--- src/rtl/field_sync_pkg.sv ---
package field_sync_pkg;

  // strobes from control to datapath
  typedef struct packed {
    logic vsClr;   // restart the vertical-sync timer
    logic vsRun;   // let the vertical-sync timer advance
  } ctrlStrobeT;

  // per-cycle measurement results from datapath to control
  typedef struct packed {
    logic rise;       // csync low pulse just ended
    logic isEq;       // width of that pulse is equalising class
    logic isLine;     // width is line-sync class
    logic isBroad;    // width is broad class
    logic longHit;    // current low period just reached the default delay
    logic onLine;     // current/last low pulse started on a whole-line phase
    logic vsExpired;  // vertical-sync timeout reached
  } measT;

  typedef enum logic [1:0] {
    ST_ARMED  = 2'd0,
    ST_ACTIVE = 2'd1,
    ST_HOLD   = 2'd2
  } fsmStateT;

endpackage

--- src/rtl/field_sync_dp.sv ---
module field_sync_dp
  import field_sync_pkg::*;
#(
  parameter int SCALE_W       = 4,
  parameter int CNT_W         = 8,
  parameter int LINE_TICKS    = 64,
  parameter int EQ_MAX        = 3,
  parameter int BROAD_MIN     = 12,
  parameter int DEFAULT_DELAY = 40,
  parameter int PHASE_MARGIN  = 8,
  parameter int VS_TIMEOUT    = 192
) (
  input  logic               clk,
  input  logic               rstN,
  input  logic               csyncN,
  input  logic [SCALE_W-1:0] timeScale,
  input  ctrlStrobeT         strb,
  output measT               meas
);

  localparam int PH_W = $clog2(LINE_TICKS);
  localparam int TO_W = $clog2(VS_TIMEOUT + 1);
  localparam logic [CNT_W-1:0] CNT_MAX  = {CNT_W{1'b1}};
  localparam logic [CNT_W-1:0] EQ_LIM   = CNT_W'(EQ_MAX);
  localparam logic [CNT_W-1:0] BROAD_LIM = CNT_W'(BROAD_MIN);
  localparam logic [CNT_W-1:0] LONG_PRE = CNT_W'(DEFAULT_DELAY - 1);
  localparam logic [PH_W-1:0]  PH_LAST  = PH_W'(LINE_TICKS - 1);
  localparam logic [PH_W-1:0]  PH_LO    = PH_W'(PHASE_MARGIN);
  localparam logic [PH_W-1:0]  PH_HI    = PH_W'(LINE_TICKS - PHASE_MARGIN);
  localparam logic [TO_W-1:0]  TO_LIM   = TO_W'(VS_TIMEOUT);

  logic               csyncD;
  logic [SCALE_W-1:0] preCnt;
  logic               tick;
  logic [CNT_W-1:0]   lowCnt;
  logic [PH_W-1:0]    phase;
  logic               fallOnLine;
  logic [TO_W-1:0]    vsTimer;
  logic               rise, fall, isEq, isLine, isBroad, nearLine, expired;

  assign tick     = (preCnt >= timeScale);
  assign rise     = csyncN & ~csyncD;
  assign fall     = ~csyncN & csyncD;
  assign isEq     = (lowCnt <= EQ_LIM);
  assign isBroad  = (lowCnt >= BROAD_LIM);
  assign isLine   = ~isEq & ~isBroad;
  assign nearLine = (phase < PH_LO) || (phase >= PH_HI);
  assign expired  = (vsTimer >= TO_LIM);

  // tick prescaler and edge history
  always_ff @(posedge clk or negedge rstN) begin
    if (!rstN) begin
      preCnt <= '0;
      csyncD <= 1'b1;
    end else begin
      preCnt <= tick ? '0 : preCnt + 1'b1;
      csyncD <= csyncN;
    end
  end

  // low-width measurement, holds the width after the pulse ends
  always_ff @(posedge clk or negedge rstN) begin
    if (!rstN)                                       lowCnt <= '0;
    else if (fall)                                   lowCnt <= '0;
    else if (!csyncN && tick && lowCnt != CNT_MAX)   lowCnt <= lowCnt + 1'b1;
  end

  // line phase, re-locked to the fall of every line-class pulse
  always_ff @(posedge clk or negedge rstN) begin
    if (!rstN) begin
      phase      <= '0;
      fallOnLine <= 1'b0;
    end else begin
      if (rise && isLine)  phase <= PH_W'(lowCnt);
      else if (tick)       phase <= (phase == PH_LAST) ? '0 : phase + 1'b1;
      if (fall)            fallOnLine <= nearLine;
    end
  end

  // vertical-sync length timer
  always_ff @(posedge clk or negedge rstN) begin
    if (!rstN)                              vsTimer <= '0;
    else if (strb.vsClr)                    vsTimer <= '0;
    else if (strb.vsRun && tick && !expired) vsTimer <= vsTimer + 1'b1;
  end

  always_comb begin
    meas.rise      = rise;
    meas.isEq      = isEq;
    meas.isLine    = isLine;
    meas.isBroad   = isBroad;
    meas.longHit   = !csyncN && !fall && tick && (lowCnt == LONG_PRE);
    meas.onLine    = fallOnLine;
    meas.vsExpired = expired;
  end

endmodule

--- src/rtl/field_sync_ctrl.sv ---
module field_sync_ctrl
  import field_sync_pkg::*;
#(
  parameter int EQ_END = 2
) (
  input  logic       clk,
  input  logic       rstN,
  input  measT       meas,
  output ctrlStrobeT strb,
  output logic       vsyncN,
  output logic       oddField
);

  localparam int EQ_W = $clog2(EQ_END + 1);
  localparam logic [EQ_W-1:0] EQ_LAST = EQ_W'(EQ_END - 1);

  fsmStateT        state;
  logic [EQ_W-1:0] eqCnt;
  logic            launch, eqSeen;

  assign launch = (meas.rise && meas.isBroad) || meas.longHit;
  assign eqSeen = meas.rise && meas.isEq;

  always_comb begin
    strb.vsClr = (state == ST_ARMED) && launch;
    strb.vsRun = (state == ST_ACTIVE);
  end

  always_ff @(posedge clk or negedge rstN) begin
    if (!rstN) begin
      state    <= ST_ARMED;
      eqCnt    <= '0;
      vsyncN   <= 1'b1;
      oddField <= 1'b0;
    end else begin
      unique case (state)
        ST_ARMED: if (launch) begin
          vsyncN   <= 1'b0;
          oddField <= meas.onLine;
          eqCnt    <= '0;
          state    <= ST_ACTIVE;
        end
        ST_ACTIVE: begin
          if (meas.vsExpired || (eqSeen && eqCnt == EQ_LAST)) begin
            vsyncN <= 1'b1;
            state  <= ST_HOLD;
          end else if (eqSeen) begin
            eqCnt <= eqCnt + 1'b1;
          end
        end
        ST_HOLD: if (meas.rise && meas.isLine) state <= ST_ARMED;
        default: state <= ST_HOLD;
      endcase
    end
  end

endmodule

--- src/rtl/field_sync_detect.sv ---
module field_sync_detect
  import field_sync_pkg::*;
#(
  parameter int SCALE_W       = 4,
  parameter int CNT_W         = 8,
  parameter int LINE_TICKS    = 64,
  parameter int EQ_MAX        = 3,
  parameter int BROAD_MIN     = 12,
  parameter int DEFAULT_DELAY = 40,
  parameter int PHASE_MARGIN  = 8,
  parameter int VS_TIMEOUT    = 192,
  parameter int EQ_END        = 2
) (
  input  logic               clk,
  input  logic               rstN,
  input  logic               csyncN,
  input  logic [SCALE_W-1:0] timeScale,
  output logic               vsyncN,
  output logic               oddField
);

  ctrlStrobeT strb;
  measT       meas;

  field_sync_dp #(
    .SCALE_W(SCALE_W), .CNT_W(CNT_W), .LINE_TICKS(LINE_TICKS),
    .EQ_MAX(EQ_MAX), .BROAD_MIN(BROAD_MIN), .DEFAULT_DELAY(DEFAULT_DELAY),
    .PHASE_MARGIN(PHASE_MARGIN), .VS_TIMEOUT(VS_TIMEOUT)
  ) u_dp (
    .clk(clk), .rstN(rstN), .csyncN(csyncN), .timeScale(timeScale),
    .strb(strb), .meas(meas)
  );

  field_sync_ctrl #(.EQ_END(EQ_END)) u_ctrl (
    .clk(clk), .rstN(rstN), .meas(meas), .strb(strb),
    .vsyncN(vsyncN), .oddField(oddField)
  );

endmodule

--- config.mk ---
export PLATFORM = sky130hd
export DESIGN_NAME = field_sync_detect
export DESIGN_NICKNAME = d
export VERILOG_FILES = /design/src/rtl/field_sync_pkg.sv /design/src/rtl/field_sync_dp.sv /design/src/rtl/field_sync_ctrl.sv /design/src/rtl/field_sync_detect.sv
export SDC_FILE = /design/constraint.sdc
export NUM_CORES = 1
export LEC_CHECK = 0
export BUFFER_PORTS_ARGS = -buffer_cell sky130_fd_sc_hd__buf_2
export CAP_MARGIN = 20
export CORE_UTILIZATION = 55
export CTS_CLUSTER_DIAMETER = 60
export CTS_CLUSTER_SIZE = 12
export DETAILED_ROUTE_END_ITERATION = 10
export GPL_ROUTABILITY_DRIVEN = 0
export MAX_ROUTING_LAYER = met4
export PLACE_DENSITY = 0.8
export REMOVE_ABC_BUFFERS = 1
export SLEW_MARGIN = 10
export SYNTH_ARGS = -nofsm -noshare
export SYNTH_HDL_FRONTEND = slang
export SYNTH_SLANG_ARGS = --single-unit
export TNS_END_PERCENT = 1
--- constraint.sdc ---
create_clock -name clk -period 1.95 [get_ports clk]
set_input_delay 0.39 -clock clk [delete_from_list [all_inputs] [get_ports clk]]
set_output_delay 0.39 -clock clk [all_outputs]
set_load 0.01 [all_outputs]
; Yosys cells after proc, flatten, opt, wreduce, memory -nomap -nowiden
; Cells that the tools add are included.
[op_classes]
add_sub_neg = 5
muxes = 19
bitwise = 7
n_reduce_logical = 27
n_lt_le_gt_ge = 6
n_eq_ne = 11
[ops]
columns = operator, n
row1 = $mux W8, 4
row2 = $mux W6, 3
row3 = $add A8 B1 Y8 const B, 2
row4 = $logic_and A1 B1 Y1, 12
row5 = $mux W2, 6
row6 = $eq A8 B6 Y1 const B, 1
row7 = $ge A8 B4 Y1 const B, 1
row8 = $ge A8 B8 Y1 const B, 1
row9 = $le A8 B2 Y1 const B, 1
row10 = $ne A2 B1 Y1 const B, 4
row11 = $ne A8 B8 Y1 const B, 1
row12 = $reduce_bool A2 Y1, 4
row13 = $add A6 B1 Y6 const B, 1
row14 = $eq A6 B6 Y1 const B, 1
row15 = $ge A6 B6 Y1 const B, 1
row16 = $lt A6 B4 Y1 const B, 1
row17 = $pmux W2 S3, 1
row18 = $reduce_and A3 Y1, 2
row19 = $add A4 B1 Y4 const B, 1
row20 = $eq A2 B1 Y1 const B, 2
row21 = $ge A4 B4 Y1, 1
row22 = $mux W4, 1
row23 = $not A1 Y1, 4
row24 = $pmux W2 S2, 1
row25 = 11 further kinds, 18
[totals]
elab_cells = 85
input_bits = 7
register_bits = 34

; Logic depth before layout (Yosys ltp)
; Gate-level depths: netlist of the first run.
[depth]
depth_word = 9
mapped_depth = 8
mapped_depth_nobuf = 7

; Modules after synthesis
; From an unflattened synthesis of the first run, not the netlist that was laid out.
[unflattened]
hier_cells = 228
hier_area_um2 = 2097.0
[modules_own_cells]
columns = mod, instances, area_per_inst_um2, cells_each, seq_area_each_um2
row1 = field_sync_dp, 1, 1767.9, 197, 701.9
row2 = field_sync_ctrl, 1, 329.1, 31, 151.4

; Worst setup path before layout of the first run
; OpenSTA, ideal clock, no wires.
[synth_timing]
path_kind = reg2reg
start = register u_dp.preCnt[0]
end = register u_dp.phase[3]
n_path_buf = 0
path_slack_ns = -0.095
arrival_ns = 1.914
required_ns = 1.819
path_stages_with_launch = 8
setup_time_ns = 0.131
path_cell_list = dfrtp_1 -> inv_1 -> ha_1 -> nand2b_4 -> a2111oi_4 -> or2_2 -> nor4b_1 -> or3_1
[synth_via]
elab_chain_len = 2
[synth_rtl]
columns = item, line
row1 = "start, declared", field_sync_dp.sv:33  ; logic [SCALE_W-1:0] preCnt;
row2 = "start signal, assigned", field_sync_dp.sv:56  ; preCnt <= tick ? '0 : preCnt + 1'b1;
row3 = $ge A4 B4 Y1, field_sync_dp.sv:41  ; assign tick = (preCnt >= timeScale);
row4 = $reduce_bool A2 Y1 (no source line), --
row5 = "end signal, assigned", field_sync_dp.sv:74  ; if (rise && isLine) phase <= PH_W'(lowCnt);
row6 = "end signal, assigned", field_sync_dp.sv:75  ; else if (tick) phase <= (phase == PH_LAST) ? '0 : phase + 1'b1;
row7 = "end, declared", field_sync_dp.sv:36  ; logic [PH_W-1:0] phase;
; No other way between the ends.
; A chain may end at the register's enable or synchronous reset.

; Worst setup path in the final report of the first run
; Same ends and word-level chain as after synthesis.

==> metrics.txt, run 1 <==
Critical path origin=u_dp.preCnt[0]$_DFF_PN0_; gr ovfl total=0; Clock Power Share=roughly 17%; post-CTS setup buffers=0; Worst Hold Class=in2async; Pwr Density=about 1100 nW/µm²; sequential power share=43.5%; num ports=9; count of different cell masters after synthesis=42; CP required=about 2.2 ns; R2R cell count=7; CP Data Arrival Time=2.17 ns; largest area contributor in the netlist=dfrtp_1; Post-Route Skew=0.009487 ns; ys async rst share=100.0%; initial antenna violation count=0; die area=3822 µm²; DRT Pass-1 Iters=4; Avg WL per Cell=13.90 µm; Root Driver=clkbuf_4; Switching Share=37.35%; die height=61.82 µm; Mean Syn Cell Area=9.328 µm²; critical path peak fanout=3; Mapped Area=1968 µm²; WP depth=7; placed instance area=2130 µm²; Nets=249; worst skew pair latency=0.34 ns; remaining antenna violation count=0; row cnt=21; Tmin final=1.939 ns; final instance area=between 2000 and 2500 µm²; ys flop type=dfrtp_1; share of cells above drive strength 1=18.97%; logic gate share of total power=~40%; total global-route track usage=23.86%; # clock sinks=34; H-tree levels=2; Worst setup EP type=register; Synth Warn #=0; Total Power=approximately 2.4 mW; Static Leak=0.9752 nW; RR Endpoint=u_dp.phase[3]$_DFFE_PN0P_; status=complete, no violations; Max Transition Viols Final=0; synth cell count leaders=dfrtp_1, nor2_1, nand2_1, nand3_1, inv_1; Area Growth Syn to Fin=14.18%; Reg2Reg Setup Slack=0.01 ns; Antenna Cells=0; # setup viols final=0; class of the most critical setup path=reg2reg; RSZ-0062 raised after global routing=true; Worst-path clk slew=0.10 ns; Fin. Hold Viols=0; IO Port Bufs=8; largest cells by area after synthesis=dfrtp_1, ha_1, xnor2_1; Post-Syn Instances=211; CTS buffer count=5; cell family with most CP delay=simple AND/OR/NAND/NOR gates; final core occ=around two thirds; cell breakdown of the critical path=inv_1 > ha_1 > nand2b_4 > a2111oi_4 > or2_2 > nor4b_1 > or3_1; DIE WIDTH=61.82 µm; Via Count=1,590; Switch Pwr=approximately 0.9 mW; worst slew pin tran=0.7452 ns; register bit total from synthesis=34; Worst Path Buf+Inv=1; most common cell in the netlist=dfrtp_1; Core Box Area=3390 µm²; max_slew headroom=50.32%; Yosys top cell area share=40.69%; Critical Path Max Stage Delay=roughly 0.38 ns; P_int=1.508 mW; CP Capture Point=u_dp.phase[3]$_DFFE_PN0P_; register area share after synthesis=43.36%; initial drt markers=48; Total Routed Length=between 3000 and 4000 µm; peak supply drop=~0.00063 V; RR Startpoint=u_dp.preCnt[0]$_DFF_PN0_; critical path's slowest cell=a2111oi_4; clk buf depth=2; kind of start point of the critical path=register; Post-synth EDFFs=0; DP Wirelength=about 2800 µm; clock tree from TritonCTS=done; period utilization=99.42%; global-route wire length before repair=6417 µm; Max Clk Rate=around 0.52 GHz; max-cap violations=0; vias per cell=between 5 and 6; starting density of the core=58.07%; CTS Hold Bufs=0; DRC=0; vias in the first global route=about 1.5k; largest net degree at the start of global routing=35; Hold WS=0.1020 ns
==> metal layers <==
metal  wire (µm)  up-vias  global-route usage [%]
met4          69        0                   9.841
met2        1919       37                   39.78
li1            -      781                       -
met3         155        7                   3.727
met1        1720      765                   28.80
met5           0        -                       -
==> power groups by stage <==
stage               Clock, mW  Combinational, mW  Sequential, mW
floorplan                   0              0.588            1.03
global placement            0              0.859            1.05
detailed placement          0              0.898            1.06
CTS                     0.431              0.917            1.05
global route            0.450               1.06            1.08
finish                  0.418              0.942            1.05
==> logic make-up after synthesis <==
logic type      after synthesis  share of synthesized area [%]
buf+inv                      21                          4.196
flops                        34                          43.36
simple gates                 99                          26.64
mux                           3                          1.589
xor+xnor                     14                          6.230
compound gates               29                          11.00
fa+ha+maj                    11                          6.993
==> layout by cell type, fill, tap and decap left out, types with 2 or more instances in the layout <==
| cell type | Yosys | routed |
|---|---|---|
| or2_2 | 2 | 2 |
| and2_1 | 2 | 2 |
| dfrtp_1 | 32 | 32 |
| inv_1 | 13 | 13 |
| buf_4 | 0 | 11 |
| nor3_1 | 6 | 4 |
| buf_2 | 3 | 8 |
| ha_1 | 11 | 11 |
| or3_1 | 3 | 3 |
| nand2_1 | 16 | 16 |
| o211ai_1 | 2 | 2 |
| nor2_1 | 25 | 24 |
| mux2i_1 | 2 | 2 |
| a31oi_1 | 3 | 3 |
| and3b_1 | 2 | 2 |
| nand2b_1 | 5 | 4 |
| nand2b_4 | 1 | 2 |
| dfstp_2 | 2 | 2 |
| nor4b_1 | 4 | 4 |
| nor2b_1 | 2 | 2 |
| a21oi_1 | 6 | 6 |
| nor4_2 | 0 | 2 |
| clkbuf_4 | 0 | 5 |
| xnor2_1 | 11 | 11 |
| buf_6 | 0 | 2 |
| nor4_1 | 9 | 7 |
| nand4_1 | 2 | 2 |
| o21a_1 | 4 | 4 |
| xor2_1 | 3 | 3 |
| o21ai_0 | 5 | 5 |
| nand3_1 | 14 | 14 |
| nor3_2 | 0 | 2 |
| nand4b_1 | 3 | 3 |
==> through the flow <==
step,setup slack (ns),TNS [ns],instances
3_5_place_dp,-0.1826,-3.339,270
3_3_place_gp,-0.1137,-1.127,270
2_1_floorplan,-0.4438,-4.307,203
6_report,0.01125,0,278
5_1_grt,-0.1071,-0.9520,278
4_1_cts,-0.001655,-0.001655,278
==> worst min path at each step <==
| stage | from | endpoint | slack (ns) | cells after the start |
|---|---|---|---|---|
| 2_1_floorplan | rstN | u_ctrl.eqCnt[0]$_DFFE_PN0P_ | 0.09 | 0 |
| 6_report | rstN | u_dp.preCnt[0]$_DFF_PN0_ | 0.10 | 1 |
| 4_1_cts | rstN | u_dp.vsTimer[0]$_DFFE_PN0P_ | 0.12 | 1 |
| 3_3_place_gp | u_dp.fallOnLine$_DFFE_PN0P_ | u_ctrl.oddField$_DFFE_PN0N_ | 0.48 | 1 |
| 3_5_place_dp | u_dp.fallOnLine$_DFFE_PN0P_ | u_ctrl.oddField$_DFFE_PN0N_ | 0.49 | 1 |
| 5_1_grt | rstN | u_dp.vsTimer[0]$_DFFE_PN0P_ | 0.17 | 1 |
==> final cells by class <==
type | instances | area [µm²]
flip-flops and latches | 34 | 853.3
fillers | 281 | 1142
clock inverters | 2 | 12.51
multi-input cells | 156 | 1079
inverters | 13 | 48.80
clock buffers | 6 | 51.30
well taps | 46 | 57.56
repair buffers | 21 | 145.1
==> sequential cells by signal, indices dropped and copies added (netlist names) <==
register         cells
u_dp.lowCnt          8
u_dp.vsTimer         8
u_dp.phase           6
u_dp.preCnt          4
u_ctrl.eqCnt         2
u_ctrl.state         2
u_ctrl.oddField      1
u_ctrl.vsyncN        1
u_dp.csyncD          1
u_dp.fallOnLine      1
==> repair_timing <==
| action | CTS | global route |
|---|---|---|
| gates resized for setup | 2 | 9 |
| pin swaps | 2 | 2 |
| endpoints found under the setup margin | 10 | 23 |
No activity file was read; power rests on OpenSTA's default activity.
==> run 2: changes to the inputs <==
--- a/config.mk
+++ b/config.mk
@@ -18,5 +18,6 @@
 export SLEW_MARGIN = 10
 export SYNTH_ARGS = -nofsm -noshare
 export SYNTH_HDL_FRONTEND = slang
+export SYNTH_HIERARCHICAL = 1
 export SYNTH_SLANG_ARGS = --single-unit
 export TNS_END_PERCENT = 1
==> run 2 against run 1 <==
- the flow now finishes with violations (setup timing)
- cell count up 11%
- sequential power down 12%
- clock-buffer cell count down 1
- synthesized cell count up 8.1%
- hold slack better by 0.064 ns
- routed wire length up 26%
- first-iteration DRC count rose to 4.3 times the previous value
- die area up 6.3%
- utilization up 2.7 points
- sequential cell count unchanged
- worst setup slack worse by 0.074 ns
- largest cell class unchanged
- highest routed layer unchanged
==> metrics.txt, run 2 <==
initial drt markers=204 (was 48); Largest regs=u_dp/lowCnt: 8 flops, u_dp/vsTimer: 8 flops, u_dp/phase: 6 flops (was u_dp.lowCnt: 8 flops, u_dp.vsTimer: 8 flops, u_dp.phase: 6 flops); kind of start point of the critical path=register (unchanged); num ports=9 (unchanged); clk buf depth=2 (unchanged); CP required=2.14 ns (was 2.18 ns); final non-filler cell total=308 (was 278); setup_tns=-0.06629 ns (was 0 ns); synth cell count leaders=dfrtp_1, nor2_1, inv_1, nand2_1 (was dfrtp_1, nor2_1, nand2_1, nand3_1, inv_1); max_slew headroom=49.43% (was 50.32%); failing checks=setup timing; Via Count=1,861 (was 1,590); Yosys top cell area share=38.19% (was 40.69%); R2R cell count=9 (was 7); most common cell in the netlist=dfrtp_1 (unchanged); Synth Warn #=6 (was 0); initial antenna violation count=0 (unchanged); register bit total from synthesis=34 (unchanged); die area=4063 µm² (was 3822 µm²); Post-synth EDFFs=0 (unchanged); DP Wirelength=3192 µm (was 2816 µm); vias per cell=6.042 (was 5.719); share of cells above drive strength 1=27.69% (was 18.97%); status=complete, but fails checks (was complete, no violations); Antenna Cells=0 (unchanged); largest net degree at the start of global routing=35 (unchanged); die height=63.75 µm (was 61.82 µm); commonest cells after routing, fill and taps aside=dfrtp_1, buf_4, nor2_1, inv_1, nand2_1 (was dfrtp_1, nor2_1, nand2_1, nand3_1, inv_1); row cnt=22 (was 21); IO Port Bufs=8 (unchanged); Reg2Reg Setup Slack=-0.06 ns (was 0.01 ns); Post-Route Skew=0.01071 ns (was 0.009487 ns); largest area contributor in the netlist=dfrtp_1 (unchanged); CP Capture Point=u_ctrl/oddField$_DFFE_PN0P_ (was u_dp.phase[3]$_DFFE_PN0P_); worst slew pin tran=0.7585 ns (was 0.7452 ns); worst skew pair latency=0.29 ns (was 0.34 ns); CTS buffer count=5 (unchanged); final instance area=2525 µm² (was 2247 µm²); starting density of the core=57.28% (was 58.07%); # clock sinks=34 (unchanged); remaining antenna violation count=0 (unchanged); Worst Hold Class=in2async (unchanged); global-route wire length before repair=8224 µm (was 6417 µm); gr ovfl total=0 (unchanged); worst setup margin=-0.06310 ns (was 0.01125 ns); Static Leak=1.124 nW (was 0.9752 nW); Mapped Area=2097 µm² (was 1968 µm²); post-CTS setup buffers=0 (unchanged); Max Transition Viols Final=0 (unchanged); vias in the first global route=1,708 (was 1,477); ys async rst share=100.0% (unchanged); DIE WIDTH=63.75 µm (was 61.82 µm); H-tree levels=2 (unchanged); Max Clk Rate=0.4967 GHz (was 0.5158 GHz); RSZ-0062 raised after global routing=true (unchanged); Core Box Area=3661 µm² (was 3390 µm²); Total Routed Length=4863 µm (was 3864 µm); Worst-path clk slew=0.08 ns (was 0.10 ns); critical path peak fanout=6 (was 3); Area Growth Syn to Fin=20.41% (was 14.18%); ys flop type=dfrtp_1 (unchanged); largest cells by area after synthesis=dfrtp_1, ha_1, nor2_1 (was dfrtp_1, ha_1, xnor2_1); peak supply drop=0.0004987 V (was 0.0006332 V); clock tree from TritonCTS=done (unchanged); total global-route track usage=27.19% (was 23.86%); Root Driver=clkbuf_8 (was clkbuf_4); Worst setup EP type=register (unchanged); final core occ=68.97% (was 66.30%); placed instance area=2336 µm² (was 2130 µm²); placed insts=300 (was 270); register area share after synthesis=40.69% (was 43.36%); Avg WL per Cell=15.79 µm (was 13.90 µm); class of the most critical setup path=reg2reg (unchanged); CP Data Arrival Time=2.20 ns (was 2.17 ns); count of different cell masters after synthesis=59 (was 42); RR Endpoint=u_ctrl/oddField$_DFFE_PN0P_ (was u_dp.phase[3]$_DFFE_PN0P_); DRT Pass-1 Iters=5 (was 4); DRC=0 (unchanged); Hold WS=0.1660 ns (was 0.1020 ns); # setup viols final=2 (was 0); max-cap violations=0 (unchanged); Critical path origin=u_dp/preCnt[0]$_DFF_PN0_ (was u_dp.preCnt[0]$_DFF_PN0_); Fin. Hold Viols=0 (unchanged); commonest non-fill, non-tap cell in the layout=dfrtp_1 (unchanged); period utilization=103.2% (was 99.42%); Mean Syn Cell Area=9.197 µm² (was 9.328 µm²); Pwr Density=1041 nW/µm² (was 1071 nW/µm²); Post-Syn Instances=228 (was 211); Tmin final=2.013 ns (was 1.939 ns); Nets=276 (was 249); RR Startpoint=u_dp/preCnt[0]$_DFF_PN0_ (was u_dp.preCnt[0]$_DFF_PN0_)
[run 2: logic make-up after synthesis]
family                     after synthesis  share of synthesized area, %
buffers and inverters                   31                         7.339
adders and majority gates               10                         5.967
muxes                                    4                         2.148
DFF                                     34                         40.69
xor gates and xnor gates                10                         4.177
and+or+nand+nor                         98                         24.94
AOI/OAI and AO/OA                       41                         14.74
[run 2: layout make-up]
class	count	area, µm²
Clock buffer	5	68.82
Clock inverter	3	68.82
Fill cell	270	1136
Inverter	16	60.06
Multi-Input combinational cell	163	1137
Sequential cell	34	853.3
Tap cell	48	60.06
Timing Repair Buffer	39	276.5
[run 2: worst min path at each step]
stage / startpoint / to / slack (ns) / depth (start not counted)
floorplan: rstN / u_ctrl/eqCnt[0]$_DFFE_PN0P_ / 0.09 / 0
global placement: u_dp/vsTimer[7]$_DFFE_PN0P_ / u_dp/vsTimer[7]$_DFFE_PN0P_ / 0.49 / 2
detailed placement: u_dp/vsTimer[7]$_DFFE_PN0P_ / u_dp/vsTimer[7]$_DFFE_PN0P_ / 0.50 / 2
CTS: rstN / u_ctrl/eqCnt[1]$_DFFE_PN0P_ / 0.19 / 1
global route: rstN / u_dp/lowCnt[7]$_DFFE_PN0P_ / 0.23 / 1
finish: rstN / u_dp/phase[3]$_DFFE_PN0P_ / 0.17 / 1
[run 2: routing by layer]
layer,vias to the layer above,track usage [%],share of wire (%),wire [µm]
li1,878,-,-,-
met5,-,-,0,0
met1,891,37.08,46,2214
met2,81,40.82,47,2293
met3,11,5.357,5.5,268
met4,0,8.523,1.8,87
[run 2: what timing repair did]
item | CTS | global route
hold buffers | 0 | 0
endpoints found under the hold margin | 0 | 0
pin swaps | 5 | 8
resized for setup | 5 | 9
setup endpoints to repair | 25 | 27
[run 2: worst max-delay path, stage by stage (launching register included)]
cell and delay, ns:
dfrtp_1 0.34, inv_1 0.04, ha_1 0.27, nand2b_4 0.15, a2111oi_4 0.34, nor2_2 0.08
and3_4 0.16, a21oi_4 0.15, nor3_4 0.08, mux2_4 0.30
[run 2: where the power goes]
| group | internal (mW) | switching [mW] | leakage [nW] |
|---|---|---|---|
| clock | 0.512 | 0.272 | 0.0683 |
| combinational | 0.417 | 0.501 | 0.614 |
| sequential | 0.822 | 0.104 | 0.442 |
[run 2: per-stage QoR]
step | total power, mW | setup slack [ns]
finish | 2.629 | -0.06310
global route | 2.787 | -0.1649
CTS | 2.609 | -0.03635
detailed placement | 1.775 | -0.3794
global placement | 1.748 | -0.3194
floorplan | 1.436 | -0.6213
==> run 3: changes to the inputs <==
--- a/config.mk
+++ b/config.mk
@@ -15,6 +15,7 @@
 export MAX_ROUTING_LAYER = met4
 export PLACE_DENSITY = 0.8
 export REMOVE_ABC_BUFFERS = 1
+export SETUP_SLACK_MARGIN = 0.5
 export SLEW_MARGIN = 10
 export SYNTH_ARGS = -nofsm -noshare
 export SYNTH_HDL_FRONTEND = slang
==> run 3 against run 2 <==
- the flow still finishes with violations (setup timing)
- worst setup slack gained 0.024 ns
- routed wire length shrank 0.68%
- clock-buffer cell count is the same
- cell count is the same
- sequential power is essentially flat
- die area is the same
- critical path type unchanged
==> metrics.txt, run 3 (synthesis gave the netlist of run 2 again) <==
worst setup margin=-0.03943 ns (was -0.06310 ns); final non-filler cell total=308 (unchanged); peak supply drop=0.0005002 V (was 0.0004987 V); Critical Path Max Stage Delay=0.34 ns (about the same); worst slew pin tran=0.7598 ns (was 0.7585 ns); DIE WIDTH=63.75 µm (unchanged); Antenna Cells=0 (unchanged); largest net degree at the start of global routing=35 (unchanged); fillers=273 (was 270); Largest regs=u_dp/lowCnt: 8 flops, u_dp/vsTimer: 8 flops, u_dp/phase: 6 flops (unchanged); kind of start point of the critical path=register (unchanged); Placement Setup Slack=-0.3794 ns (unchanged); DRT Pass-1 Iters=4 (was 5); Static Leak=1.122 nW (was 1.124 nW); Worst Hold Class=in2async (unchanged); CP required=2.14 ns (about the same); RSZ-0062 raised after global routing=true (unchanged); critical path's slowest cell=dfrtp_1 (unchanged); Avg WL per Cell=15.68 µm (was 15.79 µm); placed instance area=2336 µm² (unchanged); CTS Hold Bufs=0 (unchanged); die area=4063 µm² (unchanged); initial antenna violation count=0 (unchanged); max-cap violations=0 (unchanged); clock tree from TritonCTS=done (unchanged); final instance area=2532 µm² (was 2525 µm²); Core Box Area=3661 µm² (unchanged); Reg2Reg Setup Slack=-0.04 ns (was -0.06 ns); clk buf depth=2 (unchanged); Max Transition Viols Final=0 (unchanged); global-route wire length before repair=8231 µm (was 8224 µm); Root Driver=clkbuf_8 (unchanged); final core occ=69.17% (was 68.97%); Critical path origin=u_dp/preCnt[0]$_DFF_PN0_ (unchanged); # clock sinks=34 (unchanged); RR Startpoint=u_dp/preCnt[0]$_DFF_PN0_ (unchanged); status=complete, but fails checks (unchanged); gr ovfl total=0 (unchanged); row cnt=22 (unchanged); Total Routed Length=4830 µm (was 4863 µm); CP Data Arrival Time=2.18 ns (was 2.20 ns); DP Wirelength=3192 µm (unchanged); commonest cells after routing, fill and taps aside=dfrtp_1, buf_4, nor2_1, inv_1, nand2_1 (unchanged); vias in the first global route=1,706 (was 1,708); Worst-path clk slew=0.08 ns (about the same); critical path peak fanout=6 (unchanged); RR Endpoint=u_ctrl/oddField$_DFFE_PN0P_ (unchanged); Max Clk Rate=0.5027 GHz (was 0.4967 GHz); remaining antenna violation count=0 (unchanged); starting density of the core=57.28% (unchanged); total global-route track usage=27.11% (was 27.19%); share of cells above drive strength 1=28.46% (was 27.69%); max_slew headroom=49.35% (was 49.43%); DRC=0 (unchanged); post-CTS setup buffers=0 (unchanged); die height=63.75 µm (unchanged); worst skew pair latency=0.29 ns (about the same); H-tree levels=2 (unchanged); Tmin final=1.989 ns (was 2.013 ns); cell breakdown of the critical path=inv_1 > ha_1 > nand2b_4 > a2111oi_4 > nor2_2 > and3_4 > a21oi_4 > nor3_4 > mux2_4 (unchanged); setup_tns=-0.06515 ns (was -0.06629 ns); Post-Route Skew=0.01119 ns (was 0.01071 ns); vias per cell=6.019 (was 6.042); CTS buffer count=5 (unchanged); R2R cell count=9 (unchanged); failing checks=setup timing (unchanged); Fin. Hold Viols=0 (unchanged); # setup viols final=3 (was 2); initial drt markers=141 (was 204); period utilization=102.0% (was 103.2%); placed insts=300 (unchanged); Nets=276 (unchanged); Pwr Density=1037 nW/µm² (was 1041 nW/µm²); num ports=9 (unchanged); Worst setup EP type=register (unchanged); class of the most critical setup path=reg2reg (unchanged); IO Port Bufs=8 (unchanged); Via Count=1,854 (was 1,861); Area Growth Syn to Fin=20.76% (was 20.41%); commonest non-fill, non-tap cell in the layout=dfrtp_1 (unchanged)
run 3: timing repair:
| item | CTS | global route |
|---|---|---|
| pin swaps | 8 | 0 |
| resized for setup | 9 | 7 |
| endpoints found under the setup margin | 32 | 32 |
run 3: critical path, delay by kind of cell, from the launching register on:
kind,cells,cell delay [ns]
AO/OA/AOI/OAI,2,0.47
adder cells (fa/ha/maj),1,0.27
buffers and inverters,1,0.04
flip-flops,1,0.34
multiplexers,1,0.30
AND/OR/NAND/NOR,4,0.47
run 3: layout make-up:
type	instances	area, µm²	area share, %
clock buffer	5	68.82	2.717
clock inverter	3	68.82	2.717
inverter	16	60.06	2.372
multi-input combinational	163	1149	45.36
sequential	34	853.3	33.70
tap	48	60.06	2.372
timing repair buffer	39	272.8	10.77
run 3: metrics by stage:
stage | total power, mW | hold slack (ns)
finish | 2.626 | 0.1664
global route | 2.784 | 0.2325
detailed placement | 1.775 | 0.4954
floorplan | 1.436 | 0.09441
CTS | 2.614 | 0.1886
global placement | 1.748 | 0.4856
run 3: per-layer routing:
metal / vias up / routed length (µm) / track usage (%) / share of wire, %
met1: 884 / 2193 / 36.62 / 45
met3: 15 / 247 / 5.536 / 5.1
met4: 0 / 124 / 9.375 / 2.6
li1: 877 / - / - / -
met2: 78 / 2265 / 40.56 / 47
met5: - / 0 / - / 0
run 3: worst max-delay path by stage:
stage                     cells past startpoint                           to  slack, ns
after global routing                          8   u_dp/lowCnt[4]$_DFFE_PN0P_      -0.14
after floorplan                               9  u_ctrl/oddField$_DFFE_PN0P_      -0.62
final                                         9  u_ctrl/oddField$_DFFE_PN0P_      -0.04
after detailed placement                      8   u_dp/lowCnt[6]$_DFFE_PN0P_      -0.38
after CTS                                     9  u_ctrl/oddField$_DFFE_PN0P_      -0.04
after global placement                        8   u_dp/lowCnt[7]$_DFFE_PN0P_      -0.32
run 3: where the power goes:
group | internal [mW] | switching [mW]
clock | 0.512 | 0.271
combinational | 0.412 | 0.504
sequential | 0.822 | 0.106
total | 1.75 | 0.880
